--- config.mk ---
export PLATFORM = sky130hd
export DESIGN_NAME = pm_wake_ctrl
export DESIGN_NICKNAME = d
export VERILOG_FILES = /design/src/rtl/pm_wake_ctrl.sv
export SDC_FILE = /design/constraint.sdc
export NUM_CORES = 1
export LEC_CHECK = 0
export BUFFER_PORTS_ARGS = -buffer_cell sky130_fd_sc_hd__buf_2
export CAP_MARGIN = 20
export CORE_AREA = 2 2 39 41
export CTS_CLUSTER_DIAMETER = 30
export DETAILED_ROUTE_END_ITERATION = 10
export DIE_AREA = 0 0 41 43
export SLEW_MARGIN = 20
export SYNTH_ARGS = -nofsm -noshare
export SYNTH_HDL_FRONTEND = slang
export SYNTH_SLANG_ARGS = --single-unit
--- constraint.sdc ---
create_clock -name clk -period 1 [get_ports clk]
set_clock_uncertainty 0.1 [all_clocks]
set_input_delay 0 -clock clk [delete_from_list [all_inputs] [get_ports clk]]
set_output_delay 0 -clock clk [all_outputs]
set_load 0.01 [all_outputs]
--- src/rtl/pm_wake_ctrl.sv ---
module pm_wake_ctrl #(
  parameter int SYNC_STAGES = 2
) (
  input  logic       clk,
  input  logic       por_n,
  input  logic       bus_rst_n,
  input  logic       strap_aux,
  input  logic       pwr_good,
  input  logic [1:0] pstate,
  input  logic       d0_active,
  input  logic       wake_en,
  input  logic       link_up,
  input  logic       pkt_match,
  input  logic       sts_clr,
  output logic       aux_pwr,
  output logic       bus_oe,
  output logic       pme_drive,
  output logic       wake_sts
);

  localparam int TOP = SYNC_STAGES - 1;

  logic [TOP:0] pg_sync, lk_sync;
  logic         lk_prev, bus_ok, sts_q, aux_q;

  always_ff @(posedge clk or negedge por_n)
    if (!por_n) begin
      pg_sync <= '0;
      lk_sync <= '0;
      lk_prev <= 1'b0;
    end else begin
      pg_sync <= {pg_sync[TOP-1:0], pwr_good};
      lk_sync <= {lk_sync[TOP-1:0], link_up};
      lk_prev <= lk_sync[TOP];
    end

  wire pg_ok   = pg_sync[TOP];
  wire lk_now  = lk_sync[TOP];
  wire lk_edge = lk_now ^ lk_prev;
  wire bus_rst = pg_ok & ~bus_rst_n;
  wire clr_ok  = pg_ok & sts_clr;

  wire evt = (pstate == 2'd0) ? (d0_active & lk_edge)
                              : (wake_en & (lk_edge | (pkt_match & lk_now)));

  always_ff @(posedge clk)
    if (!por_n || bus_rst) aux_q <= strap_aux;

  always_ff @(posedge clk or negedge por_n)
    if (!por_n)      bus_ok <= 1'b0;
    else             bus_ok <= pg_ok & bus_rst_n;

  always_ff @(posedge clk or negedge por_n)
    if (!por_n)      sts_q <= 1'b0;
    else if (evt)    sts_q <= 1'b1;
    else if (clr_ok) sts_q <= 1'b0;

  assign aux_pwr   = aux_q;
  assign bus_oe    = bus_ok & pg_ok;
  assign wake_sts  = sts_q;
  assign pme_drive = sts_q & wake_en;

  AST_AUX_HOLD: assert property (@(posedge clk) disable iff (!por_n)
    (bus_rst_n || !pg_ok) |=> $stable(aux_pwr));
  AST_OE_AFTER_RST: assert property (@(posedge clk) disable iff (!por_n)
    $rose(bus_oe) |-> $past(bus_rst_n));
  AST_ISO_OE_LOW: assert property (@(posedge clk) disable iff (!por_n)
    $past(!pg_ok) && !pg_ok |-> !bus_oe);
  AST_D0U_QUIET: assert property (@(posedge clk) disable iff (!por_n)
    (!wake_sts && pstate == 2'd0 && !d0_active) |=> !wake_sts);
  AST_WAKE_GATED: assert property (@(posedge clk) disable iff (!por_n)
    (!wake_sts && pstate != 2'd0 && !wake_en) |=> !wake_sts);
  AST_STS_STICKY: assert property (@(posedge clk) disable iff (!por_n)
    (wake_sts && !sts_clr) |=> wake_sts);
  AST_PME_NEEDS_EN: assert property (@(posedge clk) disable iff (!por_n)
    pme_drive |-> wake_en);

endmodule

==> impl_metrics.py <==
metrics = {
    "routing": {
        "drtIter0Drc": 4,
        "ant_nets": 0,
        "routed_via_density": 3.838,
        "drc": 0,
        "wirelength_um": 637,
        "wire_per_inst_um": 9.368,
        "dr_total_vias": 261,
        "drtPass1Iterations": 2,
    },
    "critical_path": {
        "crit_type": "reg -> reg",
        "cp_max_fo": 2,
        "r2r-start": "lk_prev",
        "end_kind": "flop",
        "timing.reg2reg.setup_slack_ns": -0.04,
        "cp.arrival_ns": 1.07,
        "ff2ff_path_depth": 3,
        "timing.rr.end": "wake_sts",
        "required_ns": 1.03,
        "crit_path_start_kind": "flop",
    },
    "layout": {
        "mostFrequentLayoutCells": "buf_2 (15), dlygate4sd3_1 (9), dfrtp_1 (7)",
        "syn_to_final_growth_pct": 83.48,
        "drive_gt1_frac": 0.4038,
        "stdcell_area_um2": 514.2,
        "final_common_cell": "buf_2",
        "final_nets": 65,
        "antennaDiodeCount": 0,
        "stdcell_count": 68,
    },
    "synthesis": {
        "yosys.area.top_type": "dfrtp_1",
        "synth_area_leaders": "dfrtp_1 (63%), edfxtp_1 (11%), and2_1 (6.7%)",
        "yosysWarnings": 0,
        "synth_cells": 21,
        "synth-seq-area-share": 0.7321,
        "yosysUniqueCellTypes": 11,
        "synth-seq-cells": 8,
        "synth_top_area_frac": 0.6250,
        "syn_area_um2": 280.3,
        "synth_area_per_cell_um2": 13.35,
        "synthesis.nets": 33,
    },
    "placement": {
        "place.gp.congestion": 0.5805,
        "placed_cell_area_um2": 390.4,
        "post-place-cells": 54,
        "numPortBuffers": 15,
        "place_ws_ns": -0.06853,
    },
    "worst_hold_path": {
        "hp-start": "pstate[1]",
        "hold_class": "in -> reg",
        "hold_path_end": "wake_sts",
        "holdPathStages": 3,
    },
    "cts": {
        "cts_tree": "yes",
        "clkLatencyLatePin_ns": 0.24,
        "cts_sinks": 8,
        "clock-root-buffer": "clkbuf_4",
        "cts-buffers-inserted": 3,
        "cts_max_level": 1,
        "cts.clk_slew.worst_paths_ns": 0.06,
        "cts_buffer_depth": 2,
    },
    "floorplanning": {
        "floorplan.initialDensity": 0.2025,
        "die_h_um": 43,
        "die_area_um2": 1763,
        "core_um2": 1384,
        "die_x_um": 41,
        "ios": 16,
        "fp-row-count": 14,
    },
    "global_route": {
        "grt_first_pass_wirelength_um": 986,
        "grt_pass1_vias": 274,
        "antenna_found_initial": 0,
        "grt_usage": 0.08961,
        "gr-total-overflow": 0,
        "grt_max_degree": 9,
    },
    "timing": {
        "post-route-period-util": 1.043,
        "setup_viol": 2,
        "fin_worst_hold_slack_ns": -0.006076,
        "maxSlewViolCount": 0,
        "fin_ws_ns": -0.04333,
        "slew_headroom": 0.8895,
        "finalCriticalPeriod_ns": 1.043,
        "worst_pin_slew_ns": 0.1657,
        "hold_viol": 1,
        "fmax_ghz": 0.9585,
        "rsz0062_at_grt": "yes",
    },
    "pwr": {
        "ir_worst_vdd_mv": 0.5894,
        "total_power_mw": 0.7385,
        "p_leak_nw": 0.2492,
        "pwr_density_cell_nw_per_um2": 1436,
    },
    "run_status": {
        "status": "complete, but fails checks",
        "violations": "negative hold slack, negative setup slack",
    },
    "run": {
        "cap_violations": 0,
    },
}
[metrics by stage]
stage,TNS [ns],utilization
2_1_floorplan,0,-
3_3_place_gp,0,0.2821
3_5_place_dp,-0.07958,0.2821
4_1_cts,-0.1243,0.3662
5_1_grt,-0.2590,0.3716
6_report,-0.05890,0.3716
[state kept, by name (all words and copies together), names as in the netlist]
signal / cells
lk_sync: 2
pg_sync: 2
aux_pwr: 1
bus_ok: 1
lk_prev: 1
wake_sts: 1
[metal layers]
metal / vias to the layer above / share of wire / GRT usage
li1: 134 / - / -
met5: - / 0 / 0
met1: 111 / 0.42 / 0.08418
met2: 16 / 0.48 / 0.1406
met4: 0 / 0 / 0.06000
met3: 0 / 0.097 / 0.04712
[worst max-delay path, stage by stage (launching register included)]
cell     delay, ns
dfrtp_1       0.39
xor2_1        0.16
a32oi_1       0.18
o21ai_1       0.10
[worst max path at each step]
stage	end	depth (start not counted)	from
after floorplan	wake_sts	3	lk_prev
after global placement	aux_pwr	2	pg_sync[1]
after detailed placement	wake_sts	3	lk_prev
after CTS	wake_sts	3	lk_prev
after global routing	wake_sts	3	lk_prev
final	wake_sts	3	lk_prev
[cells by family after synthesis]
kind of cell | after synthesis | share of synthesized area
and+or+nand+nor | 6 | 0.1205
DFF | 8 | 0.7322
buffers and inverters | 1 | 0.01338
xor gates and xnor gates | 1 | 0.03126
AOI/OAI and AO/OA | 5 | 0.1027
[report_power, final]
group	leakage (nW)	switching [mW]	internal (mW)
clock network	0.0150	0.108	0.152
registers	0.0922	0.0104	0.351
logic	0.142	0.0437	0.0730
total	0.249	0.162	0.577
[cell type report]
cell class	instances	area, um2
clock buffer	4	26.28
fill	131	869.6
timing repair buffer	27	187.7
multi-input combinational	12	71.32
sequential	8	205.2
tap	16	20.02
inverter	1	3.754
[what timing repair did]
action / in CTS / in global routing
setup buffers: 0 / 1
endpoints found under the hold margin: 13 / 0
setup endpoints to repair: 4 / 3
pin swaps: 1 / 1
gates resized for setup: 1 / 1
hold buffers: 9 / 0
[synthesized netlist by cell type]
cell type  number
o21ai_1         1
o21ai_0         3
dfrtp_1         7
nor2_1          1
a32oi_1         1
edfxtp_1        1
nand3b_1        1
and2_1          3
xor2_1          1
nand2_1         1
inv_1           1
No activity file was read; power rests on OpenSTA's default activity.
